===== config.mk =====
export PLATFORM = sky130hd
export DESIGN_NAME = vsync_field_det
export DESIGN_NICKNAME = d
export VERILOG_FILES = /design/src/rtl/vfd_pkg.sv /design/src/rtl/vfd_lowtime.sv /design/src/rtl/vfd_linewatch.sv /design/src/rtl/vfd_fieldtrack.sv /design/src/rtl/vsync_field_det.sv
export SDC_FILE = /design/constraint.sdc
export NUM_CORES = 1
export LEC_CHECK = 0
export BUFFER_PORTS_ARGS = -buffer_cell sky130_fd_sc_hd__buf_2
export CORE_ASPECT_RATIO = 0.5
export CORE_UTILIZATION = 61
export DETAILED_ROUTE_END_ITERATION = 10
export GPL_TIMING_DRIVEN = 0
export PLACE_DENSITY = 0.89
export SLEW_MARGIN = 20
export SYNTH_ARGS = -nofsm -noshare
export SYNTH_HDL_FRONTEND = slang
export SYNTH_SLANG_ARGS = --single-unit

===== constraint.sdc =====
create_clock -name clk_i -period 4.93 [get_ports clk_i]
set_input_delay 0 -clock clk_i [delete_from_list [all_inputs] [get_ports clk_i]]
set_output_delay 0 -clock clk_i [all_outputs]
set_load 0.01 [all_outputs]

===== src/rtl/vfd_pkg.sv =====
package vfd_pkg;
  localparam int unsigned VFD_PW        = 10;
  localparam int unsigned VFD_CW        = 8;
  localparam int unsigned VFD_VS_LINES  = 3;
  localparam int unsigned VFD_BUDGET    = 337;
  localparam int unsigned VFD_MISS      = 16;

  typedef enum logic {FIELD_ODD = 1'b0, FIELD_EVEN = 1'b1} field_e;
endpackage


===== src/rtl/vfd_lowtime.sv =====
module vfd_lowtime #(
  parameter int unsigned CW = vfd_pkg::VFD_CW
) (
  input  logic          clk_i,
  input  logic          rst_ni,
  input  logic          sync_low_i,
  input  logic [CW-1:0] thresh_i,
  output logic          hit_o
);
  logic [CW-1:0] cnt_q, cnt_nxt;
  logic          low_q, rise;

  assign rise = sync_low_i & ~low_q;

  always_comb begin
    cnt_nxt = cnt_q;
    if (rise)            cnt_nxt = CW'(1);
    else if (sync_low_i) cnt_nxt = (cnt_q == '1) ? cnt_q : cnt_q + CW'(1);
  end

  // first crossing within one pulse only
  assign hit_o = sync_low_i && (cnt_nxt > thresh_i) && (rise || !(cnt_q > thresh_i));

  always_ff @(posedge clk_i or negedge rst_ni) begin
    if (!rst_ni) begin
      cnt_q <= '0;
      low_q <= 1'b0;
    end else begin
      cnt_q <= cnt_nxt;
      low_q <= sync_low_i;
    end
  end
endmodule


===== src/rtl/vfd_linewatch.sv =====
module vfd_linewatch #(
  parameter int unsigned PW   = vfd_pkg::VFD_PW,
  parameter int unsigned MISS = vfd_pkg::VFD_MISS
) (
  input  logic          clk_i,
  input  logic          rst_ni,
  input  logic          hsync_i,
  input  logic [PW-1:0] line_total_i,
  input  logic          irq_en_i,
  output logic          line_ev_o,
  output logic          no_video_o,
  output logic          irq_o
);
  localparam int unsigned MW = $clog2(MISS + 1);

  logic [PW-1:0] pix_q;
  logic [MW-1:0] miss_q;
  logic          tick;

  assign tick       = !hsync_i && (pix_q == line_total_i - PW'(1));
  assign line_ev_o  = hsync_i | tick;
  assign no_video_o = (miss_q == MW'(MISS));

  always_ff @(posedge clk_i or negedge rst_ni) begin
    if (!rst_ni) begin
      pix_q  <= '0;
      miss_q <= '0;
      irq_o  <= 1'b0;
    end else begin
      irq_o <= irq_en_i && tick && (miss_q == MW'(MISS - 1));
      pix_q <= line_ev_o ? '0 : pix_q + PW'(1);
      if (hsync_i)                             miss_q <= '0;
      else if (tick && miss_q != MW'(MISS))    miss_q <= miss_q + MW'(1);
    end
  end
endmodule


===== src/rtl/vfd_fieldtrack.sv =====
module vfd_fieldtrack #(
  parameter int unsigned PW       = vfd_pkg::VFD_PW,
  parameter int unsigned VS_LINES = vfd_pkg::VFD_VS_LINES,
  parameter int unsigned BUDGET   = vfd_pkg::VFD_BUDGET
) (
  input  logic          clk_i,
  input  logic          rst_ni,
  input  logic          hit_i,
  input  logic          line_ev_i,
  input  logic [PW-1:0] line_pos_i,
  input  logic [PW-1:0] line_total_i,
  input  logic          three_field_i,
  input  logic          irq_en_i,
  output logic          vsync_o,
  output logic          field_o,
  output logic          lost_o,
  output logic          reacq_o,
  output logic          irq_o
);
  import vfd_pkg::*;
  localparam int unsigned LW = $clog2(BUDGET);
  localparam int unsigned VW = $clog2(VS_LINES + 1);

  logic [LW-1:0] lcnt_q;
  logic [VW-1:0] vsl_q;
  logic [1:0]    mf_q, mf_nxt, need;
  field_e        field_q;
  logic          det, expire;

  assign det    = hit_i && !vsync_o;
  assign expire = line_ev_i && (lcnt_q == LW'(BUDGET - 1));
  assign need   = three_field_i ? 2'd3 : 2'd1;
  assign mf_nxt = (mf_q == 2'd3) ? mf_q : mf_q + 2'd1;
  assign field_o = field_q;

  always_ff @(posedge clk_i or negedge rst_ni) begin
    if (!rst_ni) begin
      vsync_o <= 1'b0;
      vsl_q   <= '0;
      field_q <= FIELD_ODD;
      lcnt_q  <= '0;
      mf_q    <= '0;
      lost_o  <= 1'b0;
      reacq_o <= 1'b0;
      irq_o   <= 1'b0;
    end else begin
      reacq_o <= 1'b0;
      irq_o   <= det && irq_en_i;
      if (det) begin
        vsync_o <= 1'b1;
        vsl_q   <= '0;
        field_q <= (line_pos_i >= (line_total_i >> 1)) ? FIELD_EVEN : FIELD_ODD;
        lcnt_q  <= '0;
        mf_q    <= '0;
        lost_o  <= 1'b0;
      end else begin
        if (vsync_o && line_ev_i) begin
          if (vsl_q == VW'(VS_LINES - 1)) vsync_o <= 1'b0;
          else                            vsl_q   <= vsl_q + VW'(1);
        end
        if (line_ev_i) lcnt_q <= expire ? '0 : lcnt_q + LW'(1);
        if (expire) begin
          field_q <= (field_q == FIELD_ODD) ? FIELD_EVEN : FIELD_ODD;
          mf_q    <= mf_nxt;
          if (mf_nxt >= need && !lost_o) begin
            lost_o  <= 1'b1;
            reacq_o <= 1'b1;
          end
        end
      end
    end
  end
endmodule


===== src/rtl/vsync_field_det.sv =====
module vsync_field_det #(
  parameter int unsigned PW       = vfd_pkg::VFD_PW,
  parameter int unsigned CW       = vfd_pkg::VFD_CW,
  parameter int unsigned VS_LINES = vfd_pkg::VFD_VS_LINES,
  parameter int unsigned BUDGET   = vfd_pkg::VFD_BUDGET,
  parameter int unsigned MISS     = vfd_pkg::VFD_MISS
) (
  input  logic          clk_i,
  input  logic          rst_ni,
  input  logic          sync_low_i,
  input  logic          hsync_i,
  input  logic [PW-1:0] line_pos_i,
  input  logic [PW-1:0] line_total_i,
  input  logic [CW-1:0] vdet_thresh_i,
  input  logic          three_field_i,
  input  logic          irq_vsync_en_i,
  input  logic          irq_novideo_en_i,
  output logic          vsync_o,
  output logic          field_o,
  output logic          line_tick_o,
  output logic          no_video_o,
  output logic          lost_vsync_o,
  output logic          pll_reacq_o,
  output logic          irq_vsync_o,
  output logic          irq_novideo_o
);
  logic hit;

  vfd_lowtime #(.CW(CW)) u_low (
    .clk_i, .rst_ni, .sync_low_i, .thresh_i(vdet_thresh_i), .hit_o(hit)
  );

  vfd_linewatch #(.PW(PW), .MISS(MISS)) u_line (
    .clk_i, .rst_ni, .hsync_i, .line_total_i, .irq_en_i(irq_novideo_en_i),
    .line_ev_o(line_tick_o), .no_video_o, .irq_o(irq_novideo_o)
  );

  vfd_fieldtrack #(.PW(PW), .VS_LINES(VS_LINES), .BUDGET(BUDGET)) u_fld (
    .clk_i, .rst_ni, .hit_i(hit), .line_ev_i(line_tick_o), .line_pos_i,
    .line_total_i, .three_field_i, .irq_en_i(irq_vsync_en_i),
    .vsync_o, .field_o, .lost_o(lost_vsync_o), .reacq_o(pll_reacq_o),
    .irq_o(irq_vsync_o)
  );
endmodule


==> flow_summary.ini, run 1 <==
[outcome]
status = finished clean

[placed_design]
placed_cell_area_sq_um = 3380
hpwl_microns = 5150
dp_slack_ps = 507
dp_cells = 446
io_buffers = 41
routabilityCongestion = 0.857

[final_layout]
drive_above_1_share_pct = 16.0
syn_to_final_growth_pct = 14.0
num-nets-final = 463
final_cells = 460
diodes = 0
final_cell_area_sq_um = 3520
post-route-util_pct = 76.3
fill_cells = 320

[synth]
avgSynthCellArea_sq_um = 9.11
synth_edf_count = 0
ys_seq_area_share_pct = 34.8
synth-main-ff-cell = dfrtp_1
netlist_instances = 339
synth.distinct_cells = 56
async_flop_share_pct = 100
yosysWarnings = 0
ys_seq_elements = 43
syn_nets = 409
syn_area_sq_um = 3090

[cts]
cts_buffer_depth = 2
cts_sinks = 43
htree_levels = 2
clkLatencyLatePin_ps = 300
post_cts_buffers = 0
clkTransAtPathRegs_ps = 80
cts_tree = built
cts_root_buf = clkbuf_8
cts_made_buffers = 5

[die]
dieWidth_microns = 103
dieArea_sq_um = 5370
die_y_microns = 52.3
core_sq_um = 4620
fp-row-count = 17
start_util_pct = 66.9
io_pins = 43

[sta]
fin_skew_ps = 8.04
setup_viol = 0
rsz0062_at_grt = false
relSlewSlack_pct = 33.4
worst_slack_ps = 416
timing.final.max_slew_violations = 0
period_minus_slack_ps = 4510
fin_crit_sh_pct = 91.6
hold_violations = 0
setup_tns_ps = 0
whs_ps = 77.1
maxClockFrequency_mhz = 222
worst_pin_slew_ps = 973

[power]
power_density_nw_per_um2 = 287
power_leakage_nw = 1.75
vdd.ir_drop.worst_uv = 230
total_power_mw = 1.01

[global_routing]
grt_pass1_vias = 2551
track_usage_pct = 27.7
grt_pass1_wl_microns = 11200
gr-total-overflow = 0
antenna_found_initial = 0
grt_start_max_net_pins = 44

[detailed_routing]
drcViolationCount = 0
wirelength_microns = 6800
drt_iter0_markers = 134
ant_nets = 0
firstDrtPassIters = 5
via_per_inst = 5.89
wl_per_cell_microns = 14.8
vias = 2710

[worst_hold_path]
hp-class = in2reg

[critical_path]
setup.worst_path.start_class = flip-flop
worst_ep_arrival_time_ps = 4680
path_class = reg2reg
path_max_fanout = 9
required_ps = 5090
endpoint_kind = flip-flop

[flow_run]
max_cap_violations = 0
[worst paths after layout]
kind                                          start                           to  slack, ps  depth (start not counted)
hold reg to reg            u_fld.lost_o$_DFFE_PN0P_      u_fld.reacq_o$_DFF_PN0_        460                          1
hold / removal                        line_pos_i[9]    u_fld.field_o$_DFFE_PN0P_         80                          3
max in group asynchronous                    rst_ni     u_low.cnt_q[7]$_DFF_PN0_       3990                          2
min in group asynchronous                    rst_ni     u_low.cnt_q[6]$_DFF_PN0_        380                          2
setup reg to reg           u_low.cnt_q[2]$_DFF_PN0_  u_fld.lcnt_q[2]$_DFFE_PN0P_        420                         13
setup / recovery           u_low.cnt_q[2]$_DFF_PN0_  u_fld.lcnt_q[2]$_DFFE_PN0P_        420                         13
[cell families after synthesis]
kind of cell               Yosys count  synth area share, %
xor gates and xnor gates            25                 7.09
buffers and inverters               43                 5.67
AOI/OAI and AO/OA                   68                 15.8
adders and majority gates           35                 14.2
and+or+nand+nor                    120                 20.7
DFF                                 43                 34.8
muxes                                5                 1.62
[layout by cell type, fill, tap and decap left out, types with 6 or more instances in the layout]
cell type       n
dfrtp_1        43
a21oi_1        14
buf_2          42
dlygate4sd3_1   6
nand2_1        19
xnor2_1        14
nor3_1          8
a21o_1          8
o21ai_0        10
inv_1          35
nand4_1        12
nand3_1        11
or3_1           6
ha_1           35
and3_1          6
nor2_1         31
xor2_1         11
[synth_stat cells, types with 5 or more instances]
library cell	instances	share of area [%]
nand4_1	12	2.4
nand2_1	19	2.3
nand3_1	11	1.8
and3_1	6	1.2
ha_1	35	14
or3_1	6	1.2
dfrtp_1	43	35
a21oi_1	14	2.3
xnor2_1	14	4.0
o21ai_0	10	1.6
xor2_1	11	3.1
o21a_1	5	1.2
a21o_1	8	1.9
nor2_1	31	3.8
nor3_1	8	1.3
mux2i_1	5	1.6
inv_1	35	4.3
[critical path: stages (launching register included)]
cell	delay, ps
dfrtp_1	460
and3_1	230
and3_1	220
a31oi_1	510
mux2i_1	250
nor2_1	70
ha_1	310
nor2b_1	130
o21a_1	150
o21ai_0	200
a21oi_1	110
o31ai_1	720
clkinv_1	510
o41ai_1	510
[flip-flops by register name, summed over array words and instances (netlist names)]
name / flops
u_fld.field_o: 1
u_fld.irq_o: 1
u_fld.lcnt_q: 9
u_fld.lost_o: 1
u_fld.mf_q: 2
u_fld.reacq_o: 1
u_fld.vsl_q: 2
u_fld.vsync_o: 1
u_line.irq_o: 1
u_line.miss_q: 5
u_line.pix_q: 10
u_low.cnt_q: 8
u_low.low_q: 1
[what timing repair did]
| action | CTS | global route |
|---|---|---|
| endpoints found under the hold margin | 52 | 0 |
| gates resized for setup | 0 | 0 |
| hold buffers | 6 | 0 |
| setup endpoints to repair | 0 | 0 |
[routing by layer]
layer	GRT usage (%)	vias to the layer above	share of wire, %	wire length, microns
li1	-	1306	-	-
met1	33.7	1291	45	3080
met2	50.9	102	48	3280
met3	4.93	11	5.5	373
met4	7.62	0	0.96	65
met5	0	-	0	0
[layout make-up]
type,instances,area (sq um),share of cell area [%]
buffer,6,36.3,1.03
clock buffer,6,72.6,2.06
clock inverter,2,12.5,0.355
inverter,37,139,3.94
multi-input combinational,253,1840,52.2
sequential,43,1080,30.6
tap,66,82.6,2.35
timing repair buffer,47,265,7.53
[report_power, final]
group	internal, mW	switching (mW)	leakage, nW
sequential	0.416	0.0814	0.569
combinational	0.142	0.154	1.14
clock	0.0990	0.120	0.0412
Power figures use the tool's default switching activity.
==> run 2, diff against run 1 <==
CORE_MARGIN = 10   (was unset)
PLACE_DENSITY = 0.81   (was 0.89)
SYNTH_HIERARCHICAL = 1   (was unset)
==> run 2 against run 1 <==
Setup slack improved by 600 ps. Final cell count increased by 4.3%. Highest routed layer unchanged. Maximum frequency increased by 15%. Largest cell class unchanged. Worst hold slack improved by 56 ps. Register-to-register slack improved by 600 ps. Wire length increased by 8.5%. Die area increased by 65%. Cell area increased by 6.1%. First-iteration DRC count increased by 43%. Via count increased by 2.7%. Critical path depth increased by 2. Combinational power decreased by 13%.
==> flow_summary.ini, run 2 <==
[sta]
fin_skew_ps = 10.3
worst_pin_slew_ps = 924
timing.final.max_slew_violations = 0
maxClockFrequency_mhz = 256
setup_tns_ps = 0
setup_viol = 0
hold_violations = 0
fin_crit_sh_pct = 79.3
rsz0062_at_grt = false
relSlewSlack_pct = 38.4
period_minus_slack_ps = 3910

[detailed_routing]
wl_per_cell_microns = 15.4
firstDrtPassIters = 4
vias = 2782
drcViolationCount = 0
wirelength_microns = 7380
drt_iter0_markers = 192
via_per_inst = 5.80
ant_nets = 0

[power]
p_sw_uw = 316
seq_power_share_pct = 46.2
swShare_pct = 32.1
p_clk_share_pct = 27.7
vdd.ir_drop.worst_uv = 137
pwr-share-comb_pct = 26.1
p_int_uw = 669
power_leakage_nw = 1.82
power_density_nw_per_um2 = 264

[cts]
cts_tree = built
post_cts_buffers = 0
clkTransAtPathRegs_ps = 90
cts_made_buffers = 5
cts_sinks = 43
cts_root_buf = clkbuf_8
cts_buffer_depth = 2
clkLatencyLatePin_ps = 290
htree_levels = 2

[global_routing]
grt_pass1_wl_microns = 12600
gr-total-overflow = 0
grt_start_max_net_pins = 44
grt_pass1_vias = 2891
track_usage_pct = 16.9
antenna_found_initial = 0

[final_layout]
num-nets-final = 479
diodes = 0
syn_to_final_growth_pct = 14.4
registers.top_by_ff_count = u_line/pix_q
mostFrequentLayoutCells = buf_2 (44), dfrtp_1 (43), ha_1 (35)
layout_commonest_cell = buf_2
post-route-util_pct = 74.1
drive_above_1_share_pct = 17.6
largest_reg_flops = 10
largestRegisters = u_line/pix_q: 10 flops, u_fld/lcnt_q: 9 flops, u_low/cnt_q: 8 flops

[synth]
netlist_instances = 354
syn_nets = 424
yosysWarnings = 6
synth-main-ff-cell = dfrtp_1
synth_area_leader_cell = dfrtp_1
syn_area_sq_um = 3270
ys_seq_elements = 43
avgSynthCellArea_sq_um = 9.22
synth_top_area_share_pct = 33.0
synth.area.top_cells = dfrtp_1 (33%), ha_1 (13%), xnor2_1 (4.0%), nor2_1 (3.9%), inv_1 (3.8%)
synthTopCellsByCount = dfrtp_1 (43), ha_1 (35), nor2_1 (34)
async_flop_share_pct = 100
synth.most_common_cell = dfrtp_1
synth.distinct_cells = 66
ys_seq_area_share_pct = 33.0
synth_edf_count = 0

[flow_run]
max_cap_violations = 0

[critical_path]
endpoint_kind = flip-flop
path_class = reg2reg
worst_ep_arrival_time_ps = 4140
path_max_fanout = 10
required_ps = 5160
setup.worst_path.start_class = flip-flop

[placed_design]
io_buffers = 42
routabilityCongestion = 0.854
hpwl_microns = 5750

[outcome]
status = finished clean

[die]
start_util_pct = 64.7
core_sq_um = 5040
dieArea_sq_um = 8860
dieWidth_microns = 123
die_y_microns = 71.7
io_pins = 43
fp-row-count = 18

[worst_hold_path]
hp-class = in2reg
-- run 2: path summary, 6_finish.rpt --
path / depth (start not counted) / startpoint / to / slack (ps)
setup / recovery: 15 / u_low/cnt_q[0]$_DFF_PN0_ / u_fld/lcnt_q[6]$_DFFE_PN0P_ / 1020
hold / removal: 4 / line_pos_i[9] / u_fld/field_o$_DFFE_PN0P_ / 130
setup reg to reg: 15 / u_low/cnt_q[0]$_DFF_PN0_ / u_fld/lcnt_q[6]$_DFFE_PN0P_ / 1020
hold reg to reg: 1 / u_fld/lost_o$_DFFE_PN0P_ / u_fld/reacq_o$_DFF_PN0_ / 470
max in group asynchronous: 2 / rst_ni / u_fld/lost_o$_DFFE_PN0P_ / 3960
min in group asynchronous: 2 / rst_ni / u_low/cnt_q[5]$_DFF_PN0_ / 380
-- run 2: logic make-up (layout without fill, tap and decap cells) --
| group | after synthesis | after routing | share of synthesized area (%) |
|---|---|---|---|
| adder cells (fa/ha/maj) | 35 | 35 | 13.4 |
| flip-flops | 43 | 43 | 33.0 |
| AO/OA/AOI/OAI | 79 | 79 | 18.6 |
| AND/OR/NAND/NOR | 125 | 125 | 21.4 |
| multiplexers | 2 | 2 | 0.613 |
| XOR/XNOR | 28 | 28 | 7.51 |
| buffers and inverters | 42 | 98 | 5.52 |
-- run 2: routing by layer --
metal  up-vias  routed length [microns]  GRT usage [%]
met2        78                     3630           29.9
met4         0                       48           3.85
met3         4                      491           3.67
met1      1316                     3210           20.4
met5         -                        0              0
li1       1384                        -              -
-- run 2: final cells by class --
type	instances	area, sq um
inverters	33	124
well taps	70	87.6
fillers	396	1310
clock inverters	3	43.8
multi-input cells	269	2010
clock buffers	5	68.8
repair buffers	48	270
flip-flops and latches	43	1080
plain buffers	9	56.3
-- run 2: metrics by stage --
step           total power, mW  worst slack (ps)  instances  area, sq um  hold slack [ps]
6_report                 0.985              1020        480         3740              133
5_1_grt                   1.05               796        480         3740              133
4_1_cts                  0.992              1020        480         3740              117
3_5_place_dp             0.714              1060        466         3560              199
3_3_place_gp             0.696              1250        466         3560              192
2_1_floorplan            0.631              1610        354         3270             -296
-- run 2: worst max-delay path, stage by stage, from the launching register on --
cell,delay (ps)
dfrtp_1,460
ha_1,270
and2_2,260
a31oi_4,250
a31oi_1,120
a41o_1,260
ha_1,310
a21o_1,110
a21o_1,110
a21oi_1,70
a2111oi_2,680
nor2b_2,320
buf_4,200
o2111ai_1,140
xor2_1,170
nor2_1,100
-- run 2: what timing repair did --
action	CTS	global route
endpoints found under the hold margin	51	0
gates resized for setup	0	0
hold buffers	6	0
-- run 2: power by group through the flow --
stage / registers [mW] / clock network, mW / logic, mW
finish: 0.455 / 0.273 / 0.257
global route: 0.463 / 0.295 / 0.294
CTS: 0.454 / 0.279 / 0.259
detailed placement: 0.461 / 0 / 0.253
global placement: 0.456 / 0 / 0.240
floorplan: 0.451 / 0 / 0.180
